--- config.mk ---
export PLATFORM = sky130hd
export DESIGN_NAME = pt_walker
export DESIGN_NICKNAME = d
export VERILOG_FILES = /design/src/rtl/ptw_pkg.sv /design/src/rtl/ptw_entry_eval.sv /design/src/rtl/ptw_addr_gen.sv /design/src/rtl/pt_walker.sv
export SDC_FILE = /design/constraint.sdc
export NUM_CORES = 1
export LEC_CHECK = 0
export CAP_MARGIN = 40
export CORE_UTILIZATION = 35
export DETAILED_ROUTE_END_ITERATION = 8
export SYNTH_ARGS = -nofsm -noshare
export SYNTH_HDL_FRONTEND = slang
export SYNTH_SLANG_ARGS = --single-unit
export TNS_END_PERCENT = 10
--- constraint.sdc ---
create_clock -name clk -period 4.7 [get_ports clk]
set_input_delay 1.175 -clock clk [delete_from_list [all_inputs] [get_ports clk]]
set_output_delay 1.175 -clock clk [all_outputs]
set_load 0.02 [all_outputs]
--- src/rtl/ptw_pkg.sv ---
package ptw_pkg;
  localparam int ADDR_W   = 32;
  localparam int OFF_W    = 12;
  localparam int IDX_W    = 10;
  localparam int BIG_OFF_W = OFF_W + IDX_W;
  localparam int FRAME_W  = ADDR_W - OFF_W;
  localparam int BIG_FRAME_W = ADDR_W - BIG_OFF_W;

  localparam int FB_PRESENT = 0;
  localparam int FB_WRITE   = 1;
  localparam int FB_USER    = 2;
  localparam int FB_WTHRU   = 3;
  localparam int FB_NOCACHE = 4;
  localparam int FB_USED    = 5;
  localparam int FB_MOD     = 6;
  localparam int FB_BIG     = 7;
  localparam int FB_GLOBAL  = 8;

  typedef enum logic [2:0] {
    S_IDLE, S_DIR_RD, S_DIR_EV, S_DIR_WB, S_TBL_RD, S_TBL_EV, S_TBL_WB, S_DONE
  } walk_state_t;

  typedef enum logic [1:0] {
    CAUSE_NONE   = 2'b00,
    CAUSE_ABSENT = 2'b01,
    CAUSE_PROT   = 2'b10
  } cause_t;
endpackage

--- src/rtl/ptw_entry_eval.sv ---
module ptw_entry_eval
  import ptw_pkg::*;
(
  input  logic [ADDR_W-1:0] entry,
  input  logic              acc_write,
  input  logic              acc_user,
  input  logic              is_leaf,
  output logic              absent,
  output logic              denied,
  output logic [ADDR_W-1:0] entry_upd,
  output logic              upd_needed
);
  logic [ADDR_W-1:0] set_mask;

  always_comb begin
    absent = !entry[FB_PRESENT];
    denied = entry[FB_PRESENT] &&
             ((acc_write && !entry[FB_WRITE]) || (acc_user && !entry[FB_USER]));
    set_mask = '0;
    set_mask[FB_USED] = 1'b1;
    set_mask[FB_MOD]  = is_leaf && acc_write;
    entry_upd  = entry | set_mask;
    upd_needed = (entry_upd != entry);
  end
endmodule

--- src/rtl/ptw_addr_gen.sv ---
module ptw_addr_gen
  import ptw_pkg::*;
(
  input  logic [FRAME_W-1:0] base_frame,
  input  logic [ADDR_W-1:0]  va,
  input  logic [FRAME_W-1:0] pde_frame,
  input  logic [FRAME_W-1:0] pte_frame,
  output logic [ADDR_W-1:0]  dir_addr,
  output logic [ADDR_W-1:0]  tbl_addr,
  output logic [ADDR_W-1:0]  pa_small,
  output logic [ADDR_W-1:0]  pa_big
);
  always_comb begin
    dir_addr = {base_frame, va[ADDR_W-1 -: IDX_W], 2'b00};
    tbl_addr = {pde_frame, va[BIG_OFF_W-1 -: IDX_W], 2'b00};
    pa_small = {pte_frame, va[OFF_W-1:0]};
    pa_big   = {pde_frame[FRAME_W-1 -: BIG_FRAME_W], va[BIG_OFF_W-1:0]};
  end
endmodule

--- src/rtl/pt_walker.sv ---
module pt_walker
  import ptw_pkg::*;
(
  input  logic        clk,
  input  logic        rst_n,
  input  logic        req_valid,
  output logic        req_ready,
  input  logic [31:0] req_vaddr,
  input  logic        req_write,
  input  logic        req_user,
  input  logic [31:0] dir_base,
  output logic        resp_valid,
  output logic [2:0]  resp_fault,
  output logic [31:0] resp_paddr,
  output logic [2:0]  resp_attr,
  output logic        mem_valid,
  input  logic        mem_ready,
  output logic        mem_write,
  output logic [31:0] mem_addr,
  output logic [31:0] mem_wdata,
  input  logic [31:0] mem_rdata
);
  walk_state_t state_q, state_d;

  logic [ADDR_W-1:0]  va_q;
  logic               wr_q, usr_q;
  logic [FRAME_W-1:0] base_q;
  logic [ADDR_W-1:0]  pde_q, pte_q;
  logic               cap_req, cap_pde, cap_pte;

  logic [2:0]         fault_q, fault_d;
  logic [ADDR_W-1:0]  pa_q, pa_d;
  logic [2:0]         attr_q, attr_d;
  logic               fin_load;

  logic               in_tbl;
  logic [ADDR_W-1:0]  cur_entry;
  logic               cur_leaf, cur_absent, cur_denied, cur_upd_needed;
  logic [ADDR_W-1:0]  cur_upd;
  logic [ADDR_W-1:0]  dir_addr, tbl_addr, pa_small, pa_big;
  logic               big_page;

  assign in_tbl    = (state_q == S_TBL_EV) || (state_q == S_TBL_WB);
  assign cur_entry = in_tbl ? pte_q : pde_q;
  assign big_page  = pde_q[FB_BIG];
  assign cur_leaf  = in_tbl || big_page;

  ptw_entry_eval u_eval (
    .entry      (cur_entry),
    .acc_write  (wr_q),
    .acc_user   (usr_q),
    .is_leaf    (cur_leaf),
    .absent     (cur_absent),
    .denied     (cur_denied),
    .entry_upd  (cur_upd),
    .upd_needed (cur_upd_needed)
  );

  ptw_addr_gen u_addr (
    .base_frame (base_q),
    .va         (va_q),
    .pde_frame  (pde_q[ADDR_W-1:OFF_W]),
    .pte_frame  (pte_q[ADDR_W-1:OFF_W]),
    .dir_addr   (dir_addr),
    .tbl_addr   (tbl_addr),
    .pa_small   (pa_small),
    .pa_big     (pa_big)
  );

  // next-state and result computation
  always_comb begin
    state_d  = state_q;
    cap_req  = 1'b0;
    cap_pde  = 1'b0;
    cap_pte  = 1'b0;
    fin_load = 1'b0;
    fault_d  = 3'b000;
    pa_d     = '0;
    attr_d   = 3'b000;
    case (state_q)
      S_IDLE: if (req_valid) begin
        cap_req = 1'b1;
        state_d = S_DIR_RD;
      end
      S_DIR_RD: if (mem_ready) begin
        cap_pde = 1'b1;
        state_d = S_DIR_EV;
      end
      S_DIR_EV: begin
        if (cur_absent) begin
          fin_load = 1'b1;
          fault_d  = {CAUSE_ABSENT, 1'b0};
          state_d  = S_DONE;
        end else if (cur_denied) begin
          fin_load = 1'b1;
          fault_d  = {CAUSE_PROT, 1'b0};
          state_d  = S_DONE;
        end else if (cur_upd_needed) begin
          state_d = S_DIR_WB;
        end else if (big_page) begin
          fin_load = 1'b1;
          pa_d     = pa_big;
          attr_d   = {pde_q[FB_GLOBAL], pde_q[FB_NOCACHE], pde_q[FB_WTHRU]};
          state_d  = S_DONE;
        end else begin
          state_d = S_TBL_RD;
        end
      end
      S_DIR_WB: if (mem_ready) begin
        if (big_page) begin
          fin_load = 1'b1;
          pa_d     = pa_big;
          attr_d   = {pde_q[FB_GLOBAL], pde_q[FB_NOCACHE], pde_q[FB_WTHRU]};
          state_d  = S_DONE;
        end else begin
          state_d = S_TBL_RD;
        end
      end
      S_TBL_RD: if (mem_ready) begin
        cap_pte = 1'b1;
        state_d = S_TBL_EV;
      end
      S_TBL_EV: begin
        if (cur_absent) begin
          fin_load = 1'b1;
          fault_d  = {CAUSE_ABSENT, 1'b1};
          state_d  = S_DONE;
        end else if (cur_denied) begin
          fin_load = 1'b1;
          fault_d  = {CAUSE_PROT, 1'b1};
          state_d  = S_DONE;
        end else if (cur_upd_needed) begin
          state_d = S_TBL_WB;
        end else begin
          fin_load = 1'b1;
          pa_d     = pa_small;
          attr_d   = {pte_q[FB_GLOBAL], pte_q[FB_NOCACHE], pte_q[FB_WTHRU]};
          state_d  = S_DONE;
        end
      end
      S_TBL_WB: if (mem_ready) begin
        fin_load = 1'b1;
        pa_d     = pa_small;
        attr_d   = {pte_q[FB_GLOBAL], pte_q[FB_NOCACHE], pte_q[FB_WTHRU]};
        state_d  = S_DONE;
      end
      S_DONE: state_d = S_IDLE;
      default: state_d = S_IDLE;
    endcase
  end

  always_ff @(posedge clk or negedge rst_n) begin
    if (!rst_n) state_q <= S_IDLE;
    else        state_q <= state_d;
  end

  always_ff @(posedge clk or negedge rst_n) begin
    if (!rst_n) begin
      va_q   <= '0;
      wr_q   <= 1'b0;
      usr_q  <= 1'b0;
      base_q <= '0;
    end else if (cap_req) begin
      va_q   <= req_vaddr;
      wr_q   <= req_write;
      usr_q  <= req_user;
      base_q <= dir_base[ADDR_W-1:OFF_W];
    end
  end

  always_ff @(posedge clk or negedge rst_n) begin
    if (!rst_n)       pde_q <= '0;
    else if (cap_pde) pde_q <= mem_rdata;
  end

  always_ff @(posedge clk or negedge rst_n) begin
    if (!rst_n)       pte_q <= '0;
    else if (cap_pte) pte_q <= mem_rdata;
  end

  always_ff @(posedge clk or negedge rst_n) begin
    if (!rst_n) begin
      fault_q <= 3'b000;
      pa_q    <= '0;
      attr_q  <= 3'b000;
    end else if (fin_load) begin
      fault_q <= fault_d;
      pa_q    <= pa_d;
      attr_q  <= attr_d;
    end
  end

  assign req_ready  = (state_q == S_IDLE);
  assign resp_valid = (state_q == S_DONE);
  assign resp_fault = fault_q;
  assign resp_paddr = pa_q;
  assign resp_attr  = attr_q;

  assign mem_valid = (state_q == S_DIR_RD) || (state_q == S_DIR_WB) ||
                     (state_q == S_TBL_RD) || (state_q == S_TBL_WB);
  assign mem_write = (state_q == S_DIR_WB) || (state_q == S_TBL_WB);
  assign mem_addr  = ((state_q == S_DIR_RD) || (state_q == S_DIR_WB)) ? dir_addr : tbl_addr;
  assign mem_wdata = mem_write ? cur_upd : '0;

  assert_req_hold_R9: assert property (@(posedge clk) disable iff (!rst_n)
    (mem_valid && !mem_ready) |=> (mem_valid && $stable(mem_addr) &&
                                   $stable(mem_write) && $stable(mem_wdata)));

  assert_wb_marks_used_R7: assert property (@(posedge clk) disable iff (!rst_n)
    (mem_valid && mem_write) |-> mem_wdata[FB_USED]);

  assert_fault_clears_pa_R10: assert property (@(posedge clk) disable iff (!rst_n)
    (resp_valid && resp_fault != 3'b000) |-> (resp_paddr == '0 && resp_attr == 3'b000));

  assert_cause_legal_R10: assert property (@(posedge clk) disable iff (!rst_n)
    resp_valid |-> (resp_fault[2:1] != 2'b11));

  assert_busy_no_ready_R11: assert property (@(posedge clk) disable iff (!rst_n)
    (mem_valid || resp_valid) |-> !req_ready);

  assert_one_resp_R11: assert property (@(posedge clk) disable iff (!rst_n)
    resp_valid |=> !resp_valid);

  assert_absent_no_wb_R5: assert property (@(posedge clk) disable iff (!rst_n)
    (resp_valid && resp_fault[2:1] == 2'b01) |-> $past(!mem_write));
endmodule

Yosys cells after proc, flatten, opt, wreduce, memory -nomap -nowiden
Cells that the tools add are included.
- equal/unequal tests: 13
- muxes and demuxes: 55
- bitwise logic cells: 1
- reductions and logical operators: 15
- operator list (cell ; number):
    $mux 32 ; 12
    $pmux 32 s4 ; 1
    $mux 3 ; 21
    $ne 32x32->1 ; 1
    $or 32x7->32 ; 1
    $pmux 3 s8 ; 1
    $mux 1 ; 16
    $eq 3x3->1 const B ; 4
    $pmux 3 s4 ; 1
    $ne 2x2->1 const B ; 5
    $logic_or 1x1->1 ; 7
    $eq 3x2->1 const B ; 2
    $pmux 3 s2 ; 1
    $reduce_and 5->1 ; 1
    $logic_and 1x1->1 ; 4
    $pmux 1 s4 ; 1
    $eq 3x1->1 const B ; 1
    $logic_not 3->1 ; 1
    $logic_not 1->1 ; 2
    $mux 2 ; 1
- register bits: 159
- input bits: 102
- logic and storage cells: 94

Logic depth before layout (Yosys ltp)
Gate-level depths: netlist of run 1.
- depth in word-level cells: 10
- gate-level depth with buffers: 11

Hierarchy
A second synthesis of run 1 with hierarchy kept.
- cell total of the unflattened synthesis: 700
- area total of the unflattened synthesis: 8593.2 um^2
- modules (own cells, without submodules) (module ; instances ; cells an instance ; area an instance (um^2)):
    pt_walker ; 1 ; 532 ; 7352.1
    ptw_addr_gen ; 1 ; 129 ; 964.7
    ptw_entry_eval ; 1 ; 39 ; 276.5

Worst setup path after synthesis of run 1
OpenSTA, ideal clock, no wires.
- kind: register to output
- from: register state_q[0]
- to: output port mem_wdata[6]
- arrival time: 2.071 ns
- data required time: 3.525 ns
- path slack: 1.454 ns
- stages on the path, launching flop included: 8
- buffers on the path: 2
- path through: dfrtp_1 -> buf_6 -> clkbuf_1 -> xor2_1 -> nand2_1 -> inv_1 -> o31ai_1 -> a21oi_1
- RTL lines (item ; line ; RTL):
    start: declaration ; pt_walker.sv:23 ; walk_state_t state_q, state_d;
    start signal: assignment ; pt_walker.sv:154 ; else state_q <= state_d;
    $eq 3x2->1 or $eq 3x3->1 (tied branches) ; pt_walker.sv:201 ; assign mem_write = (state_q == S_DIR_WB) || (state_q == S_TBL_WB);
    $logic_or 1x1->1 * ; pt_walker.sv:201 ;
    net mem_write ; pt_walker.sv:18 ; output logic mem_write,
    $mux 32 * ; pt_walker.sv:203 ; assign mem_wdata = mem_write ? cur_upd : '0;
    end: declaration ; pt_walker.sv:20 ; output logic [31:0] mem_wdata,
Mark *: on every way through the listed nets, which the timed path passes. The rest lies on a longest branch.

Worst setup path in the final report of run 1
- from: register state_q[1]
- to: output port mem_wdata[17]
- word-level cells in the longest chain between the ends: 5
- ends and longest elaborated chain (item ; line ; RTL):
    $eq 3x3->1, on equally long branches ; pt_walker.sv:43, pt_walker.sv:201 ;
    $logic_or 1x1->1 ; pt_walker.sv:43 ; assign in_tbl = (state_q == S_TBL_EV) || (state_q == S_TBL_WB);
    $mux 32 ; pt_walker.sv:44 ; assign cur_entry = in_tbl ? pte_q : pde_q;
    $or 32x7->32 ; ptw_entry_eval.sv:22 ; entry_upd = entry | set_mask;
    $mux 32 * ; pt_walker.sv:203 ;
Mark *: on every way between the ends. The rest lies on a longest branch, timed or not.

==> run metrics, run 1 <==
reg2reg end=resp_attr[1]; final net count=about 860; drt first pass iters=4; Placed Cells=~1.0k; hpwl dp=13.4 mm; Final min period=roughly 4.2 ns; final setup vio count=0; total negative slack=0 ns; share of cells above drive strength 1=26.5%; worst hold slack=between 0.4 and 0.5 ns; DRT antenna net count=0; Die W=~150 um; cell internal pwr=a little under 5 mW; Synth async-reset ratio=100%; Critical Path RT=3.52 ns; Clock Latency Late Sink=roughly 0.42 ns; Clock Power Share=about a fifth; post-synth cell types=42; final non-filler cell total=approximately 1.0k; antenna cell count=0; filler cell count=about 1.8k; P per Cell Area=approximately 790 nW/um2; HP Class=flip-flop to flip-flop; wire length per cell=about 19 um; CTS tree=yes; CTS Root Cell=clkbuf_16; crit path from=state_q[1]; reg2reg setup slack=1.13 ns; CTS Hold Bufs=0; port buffer count=193; top cells by area, synth=dfrtp_1 55%, mux2_2 23%, nand2_1 3.6%; first-pass GRT wire length=between 30 and 40 mm; CTS H-tree lvls=4; CTS max path bufs=2; Worst setup endpoint=mem_wdata[17]; top cell type's share of synthesized area=about 55%; Slew Limit Headroom=a little over two fifths; setup bufs post-CTS=0; Post-Syn Area=between 7000 and 8000 um2; Die H=approximately 150 um; CP Data Arrival Time=3.05 ns; 1st-iter DRT viols=between 200 and 250; flops & latches, synth=between 150 and 200; crit path launch type=flip-flop; routed vias/inst=between 5 and 6; net switching power figure=a little over 3 mW; Lkg Pwr=~4.2 nW; combinational fraction of design power=about half; leading area contributor after synthesis=dfrtp_1; Seq pwr share=31.2%; Synth Instances=approximately 580; grt ovf=0; Setup CP Type=flip-flop to primary output; GPL Wtd Cong=around 0.81; crit end category=primary output; Routed WL=about 20 mm; commonest non-fill, non-tap cells in the layout=192 x clkdlybuf4s50_1, 159 x dfrtp_1, 145 x mux2_2; Die ar.=approximately 21,000 um2; most common cell after layout, fill and taps aside=clkdlybuf4s50_1; f_max=approximately 240 MHz; largest net degree at the start of global routing=between 60 and 70; vias post-DR=5,328; initial antenna violation count=0; Final Skew=0.00808 ns; worst-path maximum fanout=25; row cnt=52; r2r worst-path depth=8; worst-margin pin slew=~0.86 ns; peak supply drop=0.000355 V; number of max-cap violations=0; vias in the first global route=between 5k and 6k; TritonCTS buffer count=17; Post-synth EDFFs=0; Residual DRC=0; sw frac=between 30% and 40%; status=completed; I/O Pins=about 210; synth warn=0; Clock transition at path regs=about 0.06 ns; worst reg2reg path startpoint=state_q[1]; clock sinks=159; final number of max-transition violations=0; Most used DFF post-synth=dfrtp_1; PostCTS Resize Cnt=0; Tcrit/Tclk final=90.0%; Area Overhead vs Synth=40.1%; Initial Util=between 30% and 40%; post-synthesis sequential area ratio=between 50% and 60%; RSZ-0062 raised after global routing=false; syn avg cell area=12.5 um2; Fin. Hold Viols=0; GRT Overall Usage=between 10% and 20%; Core Area=20,200 um2
## flip-flops by register name, summed over array words and instances, names as in the netlist
name        flops
pde_q          32
pte_q          32
resp_paddr     32
va_q           32
base_q         20
resp_attr       3
resp_fault      3
state_q         3
usr_q           1
wr_q            1
## stage by stage
| stage | cell area (um2) | total power, mW | worst slack (ns) | utilization (%) |
|---|---|---|---|---|
| 6_report | 10100 | 8.01 | 0.472 | 50.1 |
| 5_1_grt | 10100 | 8.49 | 0.298 | 50.1 |
| 4_1_cts | 10100 | 8.08 | 0.472 | 50.1 |
| 3_5_place_dp | 9480 | 6.51 | 0.966 | 46.8 |
| 3_3_place_gp | 9430 | 6.42 | 0.957 | 46.6 |
| 2_1_floorplan | 7230 | 4.82 | 1.45 | - |
## worst max-delay path, cell delays in order, from the launching register on
cell             delay (ns)
dfrtp_1                0.85
xor2_4                 0.18
nand2_1                0.21
buf_4                  0.39
nand2_1                0.10
a21oi_1                0.23
clkdlybuf4s50_1        0.65
## logic make-up after synthesis
logic type	count (synthesis)	synth area share [%]
AOI/OAI and AO/OA	99	10.1
other	1	0.0519
xor gates and xnor gates	3	0.727
buffers and inverters	48	3.39
and+or+nand+nor	120	7.82
DFF	159	55.0
muxes	147	22.9
## metal layers
layer / GRT usage (%) / share of wire, %
met1: 26.4 / 45
met2: 30.7 / 46
met4: 5.42 / 1.5
met5: 0 / 0
met3: 6.46 / 7.0
## power groups by stage
stage	Clock, mW	Combinational, mW	Sequential (mW)
6_report	1.53	3.98	2.50
4_1_cts	1.56	4.03	2.49
5_1_grt	1.63	4.27	2.59
3_5_place_dp	0	4.00	2.51
3_3_place_gp	0	3.94	2.47
2_1_floorplan	0	2.38	2.44
## worst min-delay path by stage
stage	slack (ns)	depth (start not counted)	start	to
final	0.49	2	resp_fault[0]	resp_fault[0]
after global routing	0.52	1	pde_q[2]	pde_q[2]
after CTS	0.49	1	va_q[1]	resp_paddr[1]
after detailed placement	0.48	2	resp_fault[2]	resp_fault[2]
after global placement	0.47	1	va_q[6]	resp_paddr[6]
after floorplan	0.46	1	va_q[0]	resp_paddr[0]
## cell type report
type,instances,area [um2],area share [%]
flip-flops and latches,159,3980,39.3
repair buffers,206,2090,20.6
inverters,5,18.8,0.185
well taps,270,338,3.33
clock buffers,19,443,4.37
multi-input cells,371,3050,30.1
clock inverters,13,211,2.09
## cells in the mapped netlist (5+ instances only)
| cell | n |
|---|---|
| a221o_1 | 23 |
| a21oi_1 | 32 |
| dfrtp_1 | 159 |
| clkbuf_1 | 26 |
| buf_4 | 5 |
| and2_1 | 5 |
| buf_2 | 7 |
| a22o_1 | 13 |
| nor2_1 | 8 |
| o21ai_0 | 10 |
| nand2_1 | 70 |
| and2_0 | 23 |
| buf_6 | 5 |
| mux2_2 | 145 |
Note: power is estimated with default switching activity, not from simulation.
==> run 2: changes to the inputs <==
CORE_MARGIN = 2   (was unset)
SETUP_SLACK_MARGIN = 0.3   (was unset)
==> run metrics, run 2 (synthesis gave the netlist of run 1 again) <==
status=completed; start point of the worst hold path=va_q[0]; post-route cell area=10,100 um2; number of max-cap violations=0; met1 Usage GRT=24.1%; crit path launch type=flip-flop; hpwl dp=13.9 mm; crit path buf inv count=2; Power Total=between 7 and 8 mW; crit path from=state_q[0]; Core Area=20,200 um2; wire length per cell=between 15 and 20 um; Tcrit/Tclk final=between 90% and 100%; Setup CP Type=flip-flop to primary output; final number of max-transition violations=0; initial antenna violation count=0; combinational fraction of design power=~50%; Seq pwr share=a little under a third; setup bufs post-CTS=0; Die H=around 150 um; routed vias/inst=5.09; commonest non-fill, non-tap cells in the layout=192 x clkdlybuf4s50_1, 159 x dfrtp_1, 145 x mux2_2; I/O Pins=208; share of cells above drive strength 1=26.7%; most common cell after layout, fill and taps aside=clkdlybuf4s50_1; CTS Root Cell=clkbuf_16; met3 Use GR=approximately 5.7%; vias post-DR=around 5.3k; GRT Overall Usage=about a fifth; Clock Latency Late Sink=between 0.4 and 0.5 ns; slowest CP cell=dfrtp_1; critical-path cell list=nor2b_4 > buf_12 > mux2_2 > clkdlybuf4s50_1; Initial Util=between 30 and 40%; Critical Path RT=about 3.5 ns; Final min period=4.23 ns; port buffer count=193; 1st-iter DRT viols=268; largest net degree at the start of global routing=85; Die ar.=roughly 22,000 um2; Lkg Pwr=between 4 and 5 nW; sw frac=a little under two fifths; crit end category=primary output; vias in the first global route=about 5.7k; Slew Limit Headroom=43.0%; net switching power figure=slightly above 3 mW; final setup vio count=0; CTS Hold Bufs=0; placement-stage cell area=9460 um2; CTS H-tree lvls=4; TritonCTS buffer count=17; first-pass GRT wire length=~32 mm; peak supply drop=0.000388 V; Fin. Hold Viols=0; antenna cell count=0; RSZ-0062 raised after global routing=false; clock sinks=~160; cell internal pwr=a little under 5 mW; met2 GRT Util=between 30% and 40%; Final Skew=~0.012 ns; register area=about 4000 um2; Die W=between 100 and 150 um; Top delay family on crit path=flip-flops; GPL Wtd Cong=0.800; grt ovf=0; Routed WL=just under 20 mm; area of the multi-input gates=slightly above 3000 um2; P per Cell Area=791 nW/um2; total negative slack=0 ns; CTS tree=yes; Residual DRC=0; row cnt=between 50 and 60; max incr delay on CP=~0.85 ns; CTS max path bufs=2; Area Overhead vs Synth=39.9%; final net count=~860; drt first pass iters=4; worst reg2reg path startpoint=state_q[2]; CP Data Arrival Time=3.06 ns; DRT antenna net count=0; Clock Power Share=between 10% and 20%; worst-margin pin slew=approximately 0.85 ns; HP Class=flip-flop to flip-flop; worst-path maximum fanout=21; PostCTS Resize Cnt=0; f_max=236 MHz; filler cell count=about 1.7k; Clock transition at path regs=~0.060 ns; global route hottest layer=met2
run 2: worst reg2reg max path: stages, from the launching register on:
cell	delay, ns
dfrtp_1	0.78
inv_2	0.26
nor2_4	0.29
mux2i_1	0.28
nand3_2	0.15
or3b_4	0.43
a21oi_4	0.66
a221o_1	0.30
run 2: layout make-up:
type	count	area share, %
Clock inverter	13	2.07
Clock buffer	19	4.38
Timing Repair Buffer	208	20.6
Tap cell	270	3.34
Inverter	5	0.186
Multi-Input combinational cell	371	30.1
Sequential cell	159	39.4
run 2: routing by layer:
| metal | routed length [um] | up-vias | share of wire (%) |
|---|---|---|---|
| met3 | 1480 | 23 | 7.4 |
| li1 | - | 2433 | - |
| met5 | 0 | - | 0 |
| met4 | 292 | 0 | 1.5 |
| met1 | 8740 | 2681 | 44 |
| met2 | 9380 | 183 | 47 |
run 2: worst paths after layout:
path / to / slack [ns] / depth (start not counted)
max: mem_addr[31] / 0.47 / 4
min: resp_paddr[0] / 0.48 / 1
max reg2reg: resp_paddr[15] / 1.49 / 7
min reg2reg: resp_paddr[0] / 0.48 / 1
max in group asynchronous: pte_q[10] / 3.00 / 2
min in group asynchronous: resp_paddr[5] / 0.82 / 1
run 2: power groups by stage:
| stage | combinational (mW) | clock (mW) | sequential, mW |
|---|---|---|---|
| floorplan | 2.38 | 0 | 2.44 |
| global placement | 3.96 | 0 | 2.47 |
| detailed placement | 4.01 | 0 | 2.52 |
| CTS | 4.04 | 1.56 | 2.49 |
| global route | 4.26 | 1.62 | 2.58 |
| finish | 3.98 | 1.52 | 2.49 |
run 2: metrics by stage:
stage | worst slack, ns | hold WS [ns] | instances | utilization (%)
5_1_grt | 0.305 | 0.512 | 1045 | 50.0
6_report | 0.465 | 0.478 | 1045 | 50.0
2_1_floorplan | 1.45 | 0.462 | 578 | -
3_3_place_gp | 0.925 | 0.469 | 1012 | 46.6
3_5_place_dp | 0.930 | 0.476 | 1013 | 46.7
4_1_cts | 0.448 | 0.478 | 1045 | 50.0
